--- config.mk ---
export PLATFORM = sky130hd
export DESIGN_NAME = i2s_stereo_tx
export DESIGN_NICKNAME = d
export VERILOG_FILES = /design/src/rtl/i2s_tx_pkg.sv /design/src/rtl/i2s_tx_fifo.sv /design/src/rtl/i2s_tx_seq.sv /design/src/rtl/i2s_tx_wsgen.sv /design/src/rtl/i2s_tx_pinmap.sv /design/src/rtl/i2s_stereo_tx.sv
export SDC_FILE = /design/constraint.sdc
export NUM_CORES = 1
export LEC_CHECK = 0
export CAP_MARGIN = 20
export CORE_MARGIN = 2
export CORE_UTILIZATION = 40
export DETAILED_ROUTE_END_ITERATION = 16
export PLACE_DENSITY = 0.57
export REMOVE_ABC_BUFFERS = 1
export SYNTH_ARGS = -nofsm -noshare
export SYNTH_HDL_FRONTEND = slang
export SYNTH_HIERARCHICAL = 1
export SYNTH_SLANG_ARGS = --single-unit
--- constraint.sdc ---
create_clock -name clk -period 3 [get_ports clk]
set_clock_uncertainty 0.2 [all_clocks]
set_input_delay 0.45 -clock clk [delete_from_list [all_inputs] [get_ports clk]]
set_output_delay 0.45 -clock clk [all_outputs]
set_load 0.005 [all_outputs]
--- src/rtl/i2s_tx_pkg.sv ---
package i2s_tx_pkg;
   typedef enum logic [1:0] {
      SEQ_IDLE = 2'd0,
      SEQ_PRE  = 2'd1,
      SEQ_RUN  = 2'd2
   } seq_state_t;
endpackage

--- src/rtl/i2s_tx_fifo.sv ---
module i2s_tx_fifo #(
   parameter int WIDTH = 32,
   parameter int DEPTH = 4
) (
   input  logic             clk,
   input  logic             rst_n,
   input  logic             wr_en,
   input  logic [WIDTH-1:0] wr_data,
   input  logic             rd_en,
   output logic [WIDTH-1:0] rd_data,
   output logic             full,
   output logic             empty
);
   localparam int AW = (DEPTH > 1) ? $clog2(DEPTH) : 1;
   localparam logic [AW:0] CNT_MAX = (AW+1)'(DEPTH);

   generate
      if (DEPTH < 2 || (DEPTH & (DEPTH - 1)) != 0) begin : g_bad_depth
         $error("i2s_tx_fifo: DEPTH must be a power of two, at least 2");
      end
   endgenerate

   logic [WIDTH-1:0] mem_q [DEPTH];
   logic [AW-1:0]    wp_q, rp_q;
   logic [AW:0]      cnt_q;

   assign full    = (cnt_q == CNT_MAX);
   assign empty   = (cnt_q == '0);
   assign rd_data = mem_q[rp_q];

   always_ff @(posedge clk) begin
      if (wr_en) mem_q[wp_q] <= wr_data;
   end

   always_ff @(posedge clk or negedge rst_n) begin
      if (!rst_n) begin
         wp_q  <= '0;
         rp_q  <= '0;
         cnt_q <= '0;
      end else begin
         if (wr_en) wp_q <= wp_q + 1'b1;
         if (rd_en) rp_q <= rp_q + 1'b1;
         case ({wr_en, rd_en})
            2'b10:   cnt_q <= cnt_q + 1'b1;
            2'b01:   cnt_q <= cnt_q - 1'b1;
            default: cnt_q <= cnt_q;
         endcase
      end
   end
endmodule

--- src/rtl/i2s_tx_seq.sv ---
module i2s_tx_seq
   import i2s_tx_pkg::*;
#(
   parameter int FRAME_W    = 32,
   parameter int PHASE_CLKS = 3
) (
   input  logic                       clk,
   input  logic                       rst_n,
   input  logic                       enable,
   input  logic                       fifo_empty,
   input  logic [FRAME_W-1:0]         fifo_data,
   output logic                       fifo_pop,
   output logic                       running,
   output logic [$clog2(FRAME_W)-1:0] bit_idx,
   output logic                       bclk,
   output logic                       sdata
);
   localparam int BW = $clog2(FRAME_W);
   localparam int PW = $clog2(2 * PHASE_CLKS);
   localparam logic [PW-1:0] PH_PRE_END = PW'(PHASE_CLKS - 1);
   localparam logic [PW-1:0] PH_HIGH    = PW'(PHASE_CLKS);
   localparam logic [PW-1:0] PH_LAST    = PW'(2 * PHASE_CLKS - 1);
   localparam logic [BW-1:0] BIT_LAST   = BW'(FRAME_W - 1);

   seq_state_t         state_q;
   logic [PW-1:0]      ph_q;
   logic [BW-1:0]      bidx_q;
   logic [FRAME_W-1:0] shreg_q, saved_q, next_frame;
   logic               fetch, end_of_bit, end_of_frame;

   assign end_of_bit   = (state_q == SEQ_RUN) && (ph_q == PH_LAST);
   assign end_of_frame = end_of_bit && (bidx_q == BIT_LAST);
   assign fetch        = ((state_q == SEQ_PRE) && (ph_q == PH_PRE_END)) ||
                         (end_of_frame && enable);
   assign next_frame   = fifo_empty ? saved_q : fifo_data;
   assign fifo_pop     = fetch && !fifo_empty;

   always_ff @(posedge clk or negedge rst_n) begin
      if (!rst_n) begin
         state_q <= SEQ_IDLE;
         ph_q    <= '0;
         bidx_q  <= '0;
         shreg_q <= '0;
         saved_q <= '0;
      end else begin
         if (fetch) begin
            shreg_q <= next_frame;
            saved_q <= next_frame;
         end else if (end_of_bit) begin
            shreg_q <= {shreg_q[FRAME_W-2:0], 1'b0};
         end
         unique case (state_q)
            SEQ_IDLE: begin
               ph_q <= '0;
               if (enable) state_q <= SEQ_PRE;
            end
            SEQ_PRE: begin
               if (ph_q == PH_PRE_END) begin
                  state_q <= SEQ_RUN;
                  ph_q    <= '0;
                  bidx_q  <= '0;
               end else begin
                  ph_q <= ph_q + 1'b1;
               end
            end
            SEQ_RUN: begin
               if (end_of_bit) begin
                  ph_q   <= '0;
                  bidx_q <= bidx_q + 1'b1;
                  if (end_of_frame) begin
                     bidx_q <= '0;
                     if (!enable) state_q <= SEQ_IDLE;
                  end
               end else begin
                  ph_q <= ph_q + 1'b1;
               end
            end
            default: state_q <= SEQ_IDLE;
         endcase
      end
   end

   assign running = (state_q == SEQ_RUN);
   assign bit_idx = bidx_q;
   assign bclk    = !running || (ph_q >= PH_HIGH);
   assign sdata   = running && shreg_q[FRAME_W-1];
endmodule

--- src/rtl/i2s_tx_wsgen.sv ---
module i2s_tx_wsgen #(
   parameter int FRAME_W = 32
) (
   input  logic                       running,
   input  logic                       lj_mode,
   input  logic [$clog2(FRAME_W)-1:0] bit_idx,
   output logic                       ws
);
   localparam int BW = $clog2(FRAME_W);
   localparam logic [BW-1:0] HALF     = BW'(FRAME_W / 2);
   localparam logic [BW-1:0] HALF_M1  = BW'(FRAME_W / 2 - 1);
   localparam logic [BW-1:0] BIT_LAST = BW'(FRAME_W - 1);

   always_comb begin
      if (!running)
         ws = !lj_mode;
      else if (lj_mode)
         ws = (bit_idx < HALF);
      else
         ws = (bit_idx < HALF_M1) || (bit_idx == BIT_LAST);
   end
endmodule

--- src/rtl/i2s_tx_pinmap.sv ---
module i2s_tx_pinmap (
   input  logic swap,
   input  logic bclk,
   input  logic ws,
   output logic pin_a,
   output logic pin_b
);
   assign pin_a = swap ? ws : bclk;
   assign pin_b = swap ? bclk : ws;
endmodule

--- src/rtl/i2s_stereo_tx.sv ---
module i2s_stereo_tx #(
   parameter int SAMPLE_W   = 16,
   parameter int FIFO_DEPTH = 4,
   parameter int PHASE_CLKS = 3
) (
   input  logic                    clk,
   input  logic                    rst_n,
   input  logic                    enable_i,
   input  logic                    lj_mode_i,
   input  logic                    swap_pins_i,
   input  logic                    push_valid_i,
   input  logic [2*SAMPLE_W-1:0]   push_data_i,
   output logic                    push_ready_o,
   output logic                    fifo_full_o,
   output logic                    fifo_empty_o,
   output logic                    sdata_o,
   output logic                    pin_a_o,
   output logic                    pin_b_o
);
   localparam int FRAME_W = 2 * SAMPLE_W;
   localparam int BW      = $clog2(FRAME_W);

   generate
      if (SAMPLE_W < 2) begin : g_bad_sample
         $error("i2s_stereo_tx: SAMPLE_W must be at least 2");
      end
      if (PHASE_CLKS < 1) begin : g_bad_phase
         $error("i2s_stereo_tx: PHASE_CLKS must be at least 1");
      end
   endgenerate

   logic               fifo_pop, seq_running, bclk_int, ws_int;
   logic [FRAME_W-1:0] fifo_head;
   logic [BW-1:0]      bit_idx;

   assign push_ready_o = !fifo_full_o;

   i2s_tx_fifo #(.WIDTH(FRAME_W), .DEPTH(FIFO_DEPTH)) u_fifo (
      .clk     (clk),
      .rst_n   (rst_n),
      .wr_en   (push_valid_i && push_ready_o),
      .wr_data (push_data_i),
      .rd_en   (fifo_pop),
      .rd_data (fifo_head),
      .full    (fifo_full_o),
      .empty   (fifo_empty_o)
   );

   i2s_tx_seq #(.FRAME_W(FRAME_W), .PHASE_CLKS(PHASE_CLKS)) u_seq (
      .clk        (clk),
      .rst_n      (rst_n),
      .enable     (enable_i),
      .fifo_empty (fifo_empty_o),
      .fifo_data  (fifo_head),
      .fifo_pop   (fifo_pop),
      .running    (seq_running),
      .bit_idx    (bit_idx),
      .bclk       (bclk_int),
      .sdata      (sdata_o)
   );

   i2s_tx_wsgen #(.FRAME_W(FRAME_W)) u_wsgen (
      .running (seq_running),
      .lj_mode (lj_mode_i),
      .bit_idx (bit_idx),
      .ws      (ws_int)
   );

   i2s_tx_pinmap u_pinmap (
      .swap  (swap_pins_i),
      .bclk  (bclk_int),
      .ws    (ws_int),
      .pin_a (pin_a_o),
      .pin_b (pin_b_o)
   );
endmodule

## Word level (Yosys, flattened, before mapping)

Memory sizes are Yosys's and may differ from the RTL's.
Cells that the tools add are included.

- Memories kept: 1
- Input port bits: 38
- Bits in registers: 81
- RAM bits: 128
- Word-level logic and storage cells: 76

Memory list:

| memory | depth | width | rd ports | clocked after memory_dff | wr ports | line | text |
|---|---|---|---|---|---|---|---|
| u_fifo.mem_q | 4 | 32 | 1 | 0 | 1 | i2s_tx_fifo.sv:23 | `logic [WIDTH-1:0] mem_q [DEPTH];` |

- Reduce and logical (&&, ||, !) cells: 22
- Equal/unequal tests: 13
- $lt $le $gt $ge: 3
- Add/subtract/negate cells: 6
- Mux-type cells: 23

Operator list:

| operator | count |
|---|---|
| $mux 32 | 3 |
| $mux 5 | 3 |
| $mux 2 | 5 |
| $ne 2x2->1 const B | 5 |
| $pmux 5 s2 | 1 |
| $pmux 3 s3 | 1 |
| $logic_and 1x1->1 | 7 |
| $add 3x1->3 const B | 2 |
| $eq 3x3->1 const B | 2 |
| $mux 1 | 6 |
| $mux 3 | 2 |
| $pmux 2 s3 | 1 |
| $pmux 3 s2 | 1 |
| $reduce_bool 2->1 | 3 |
| $add 5x1->5 const B | 1 |
| $eq 5x5->1 const B | 1 |
| $lt 5x4->1 const B | 1 |
| $lt 5x5->1 const B | 1 |
| $reduce_and 5->1 | 1 |
| $add 2x1->2 const B | 2 |
| $eq 2x1->1 const B | 2 |
| $eq 2x2->1 const B | 2 |
| $logic_not 1->1 | 4 |
| $eq 3x2->1 const B | 1 |
| 7 further kinds | 9 |

## Logic depth before layout (Yosys ltp)

- Word-level depth: 8
- Depth in mapped cells: 14
- Depth with buffers taken out: 12

## Modules after synthesis

The synthesis kept the hierarchy.

Modules (own cells, without submodules):

| module | times used | cells each | area each (µm²) |
|---|---|---|---|
| i2s_tx_fifo | 1 | 204 | 5,064.9 |
| i2s_tx_seq | 1 | 319 | 3,758.6 |
| i2s_tx_wsgen | 1 | 5 | 41.3 |
| i2s_tx_pinmap | 1 | 2 | 22.5 |
| i2s_stereo_tx | 1 | 2 | 10.0 |

## Least setup slack after synthesis

OpenSTA, ideal clock, no wires.

- Path type: reg-to-reg
- Start point: register u_seq.state_q[0]
- End point: register u_fifo.cnt_q[2]
- Setup slack: 0.213 ns
- Path buffers: 3
- Period minus slack after synthesis: 2.787 ns
- Arrival: 2.508 ns
- Cell stages (with the launch flop): 15
- Cell sequence: dfrtp_1 > inv_1 > ha_1 > buf_4 > nand3_4 > o21ai_2 > and2b_1 > buf_6 > buf_6 > ha_1 > inv_1 > fa_1 > xor2_1 > nor2_1 > xor2_1

- Longest elaborated chain between the ends: 8
- Elaborated cells between the ends (all ways): 12

Ends and longest elaborated chain:

| item | line | text |
|---|---|---|
| start: declaration | i2s_tx_seq.sv:25 | `seq_state_t state_q;` |
| start signal: assignment | i2s_tx_seq.sv:40 | `state_q <= SEQ_IDLE;` |
| start signal: assignment | i2s_tx_seq.sv:55 | `if (enable) state_q <= SEQ_PRE;` |
| start signal: assignment | i2s_tx_seq.sv:59 | `state_q <= SEQ_RUN;` |
| $eq 2x2->1 (*) | - |  |
| via seq_running | i2s_stereo_tx.sv:32 | `logic fifo_pop, seq_running, bclk_int, ws_int;` |
| $logic_and 1x1->1 (*) | i2s_tx_seq.sv:31 | `assign end_of_bit = (state_q == SEQ_RUN) && (ph_q == PH_LAST);` |
| $logic_and 1x1->1 (*) | i2s_tx_seq.sv:32 | `assign end_of_frame = end_of_bit && (bidx_q == BIT_LAST);` |
| $logic_and 1x1->1 (*) | i2s_tx_seq.sv:34 | `(end_of_frame && enable);` |
| $logic_or 1x1->1 (*) | i2s_tx_seq.sv:33 | `assign fetch = ((state_q == SEQ_PRE) && (ph_q == PH_PRE_END)) \|\|` |
| $logic_and 1x1->1 (*) | i2s_tx_seq.sv:36 | `assign fifo_pop = fetch && !fifo_empty;` |
| via fifo_pop | i2s_stereo_tx.sv:32 |  |
| $eq 2x1->1 / $eq 2x2->1 (equally long branches) | i2s_tx_fifo.sv:43 | `case ({wr_en, rd_en})` |
| $pmux 3 s2 / $reduce_bool 2->1 (equally long branches) | - |  |
| end signal: assignment | i2s_tx_fifo.sv:44 | `2'b10: cnt_q <= cnt_q + 1'b1;` |
| end signal: assignment | i2s_tx_fifo.sv:45 | `2'b01: cnt_q <= cnt_q - 1'b1;` |
| end signal: assignment | i2s_tx_fifo.sv:46 | `default: cnt_q <= cnt_q;` |
| end: declaration | i2s_tx_fifo.sv:25 | `logic [AW:0] cnt_q;` |

Mark *: on every way through the listed nets, which the timed path passes. The rest lies on a longest branch.
A chain may end at the register's enable or synchronous reset.

## Worst setup path in the final report

- Start point: register u_seq.state_q[0]
- End point: output port pin_a_o

- Elaborated cells between the ends (all ways): 5

RTL lines:

| item | line | text |
|---|---|---|
| $eq 2x2->1 | i2s_tx_seq.sv:83 | `assign running = (state_q == SEQ_RUN);` |
| via seq_running | i2s_stereo_tx.sv:32 |  |
| $mux 1 | i2s_tx_wsgen.sv:15 | `if (!running)` |
| via ws_int | i2s_stereo_tx.sv:32 |  |
| $mux 1 | i2s_tx_pinmap.sv:8 | `assign pin_a = swap ? ws : bclk;` |
| end: declaration | i2s_stereo_tx.sv:17 | `output logic pin_a_o,` |

The timed path passes the listed nets, and every way through them passes these cells.

==> qor.yml <==
crit_type: "reg2out"
num_rows: 54
grt_max_degree: 67
port_buffers: 43
clkTransAtPathRegs_ns: 0.06
die_h_um: 153
antenna_found_initial: 0
max-slew-margin-rel_pct: 56.2
pin_count: 44
cts_tree: "yes"
critPathMaxFanout: 5
core_region_area_mm2: 0.0218
crit_path_start_kind: "flip-flop"
drt.antenna.violating_nets: 0
finalCriticalPeriod_ns: 2.90
drv_slew: 0
clock_latency_ns: 0.50
gp_congestion: 0.727
dpl.hpwl_mm: 9.52
ys_ff_latch: 209
route.detailed.drc: 0
final_common_cell: "edfxtp_1"
wl_mm: 15.6
nNetsFinal: 648
end_kind: "output pin"
chipWidth_um: 153
first_iter_violations: 190
grt_pass1_wl_mm: 26.0
vias: 4519
synth_edf_count: 128
placed_cells: 846
htree_levels: 1
cts_buffer_depth: 3
cts.sinks: 209
start_util_pct: 40.8
drive_above_1_share_pct: 21.8
rsz0062_at_grt: "yes"
ys.flop_type: "edfxtp_1"
cts_made_buffers: 23
setup_viol: 0
required_ns: 2.35
hold_viol: 0
async_flop_share_pct: 38.8
grt_pass1_vias: 4932
fmax_mhz: 345
tightest_slew_ns: 0.657
maxCapViolCount: 0
dr.pass1.iters: 4
die_area_mm2: 0.0235
finalCritPeriodShare_pct: 96.6
avgViaCountPerCell: 5.08
fin_cells: 889
powerDensity_mw_per_mm2: 908
hold_class: "reg2reg"
ys_types: 45
syn_area_mm2: 0.00890
yosys_warnings: 6
postSynthCellCount: 532
critPathArrivalTime_ns: 2.25
root_buffer: "clkbuf_16"
leakage_nw: 3.87
syn-mean-instance-area_um2: 16.7
ir_drop_mv: 0.459
status: "finished, final reports clean"
area_growth_pct: 18.0
tns_ns: 0
antennaDiodeCount: 0
wire_per_inst_um: 17.6
grt_use_total_pct: 13.6
mostFrequentLayoutCells: "edfxtp_1 (128), dfrtp_1 (79), clkdlybuf4s50_1 (42)"
seq_area_frac_synth_pct: 66.0
grt_overflow: 0
-- area by class of cell --
| class | count | area, um^2 |
|---|---|---|
| clock buffer | 25 | 583 |
| multi-input combinational | 278 | 2780 |
| fill | 1882 | 11300 |
| tap | 280 | 350 |
| timing repair buffer | 65 | 633 |
| clock inverter | 16 | 224 |
| sequential | 209 | 5870 |
| inverter | 16 | 60.1 |
-- cells in the mapped netlist, types with 4 or more instances --
master      n  area (um^2)
nor2_1     37          139
mux4_1      4          105
nand2_1     9         33.8
mux4_2     28          631
mux2_1     29          327
xor2_1      4         35.0
mux2_2     38          428
inv_1      16         60.1
dfrtp_1    81         2030
o21ai_0     4         20.0
ha_1       16          200
buf_2      13         65.1
buf_6       5         56.3
a21oi_1    36          180
mux2i_1    36          360
and2_1      5         31.3
edfxtp_1  128         3840
-- through the flow --
stage / total power, mW / cell area, um^2 / util [%] / hold slack (ns) / setup slack [ns]
global route: 10.1 / 10500 / 48.1 / 0.293 / -0.0236
CTS: 9.69 / 10500 / 48.1 / 0.287 / 0.0126
finish: 9.53 / 10500 / 48.1 / 0.283 / 0.101
global placement: 6.56 / 9660 / 44.3 / 0.266 / 0.352
detailed placement: 6.67 / 9660 / 44.3 / 0.275 / 0.333
floorplan: 5.85 / 8680 / - / -0.0456 / -2.73
-- logic make-up (layout without fill, tap and decap cells) --
group | Yosys count | after routing | synth area share (%)
flip-flops | 209 | 209 | 66.0
AND/OR/NAND/NOR | 69 | 69 | 3.75
adder cells (fa/ha/maj) | 17 | 17 | 2.48
XOR/XNOR | 6 | 6 | 0.591
AO/OA/AOI/OAI | 51 | 51 | 3.26
buffers and inverters | 45 | 122 | 3.14
multiplexers | 135 | 135 | 20.8
-- layer usage --
metal	global-route usage, %	wire length, um	vias to the layer above
met3	2.27	625	20
met1	18.0	6950	2284
met5	0	0	-
met4	2.91	184	0
li1	-	-	2141
met2	23.9	7860	74
-- timing repair --
action                                  in CTS  in global routing
hold buffers                                 1                  0
buffers inserted                             0                  1
hold endpoints to repair                    46                  0
gates resized for setup                      3                  2
pin swaps                                    1                  1
endpoints found under the setup margin       2                  2
-- path summary, 6_finish.rpt --
path	start	cells past startpoint	to	slack, ns
max	u_seq/state_q[0]	6	pin_a_o	0.10
min	u_seq/saved_q[2]	1	u_seq/saved_q[2]	0.28
max reg2reg	u_seq/bit_idx[1]	12	u_fifo/cnt_q[2]	0.32
min reg2reg	u_seq/saved_q[2]	1	u_seq/saved_q[2]	0.28
max in group asynchronous	rst_n	3	u_seq/ph_q[2]	1.64
min in group asynchronous	rst_n	2	u_seq/saved_q[27]	0.31
-- critical path: stages (launching register included) --
cell and delay [ns]:
dfrtp_1 0.38, inv_2 0.08, ha_4 0.19, nor4b_2 0.17, a311oi_2 0.25, mux2_2 0.19, clkdlybuf4s50_1 0.50
-- power by group --
part | switching [mW] | internal (mW)
Clock | 1.12 | 1.84
Sequential | 0.287 | 3.82
Combinational | 1.24 | 1.23
Total | 2.64 | 6.90
-- flip-flops by register name, indices dropped and copies added, names as in the netlist --
signal / count
u_fifo/cnt_q: 3
u_fifo/mem_q: 128
u_fifo/rp_q: 2
u_fifo/wp_q: 2
u_seq/bit_idx: 5
u_seq/ph_q: 3
u_seq/saved_q: 32
u_seq/shreg_q: 32
u_seq/state_q: 2
(Power assumes the default switching activity.)
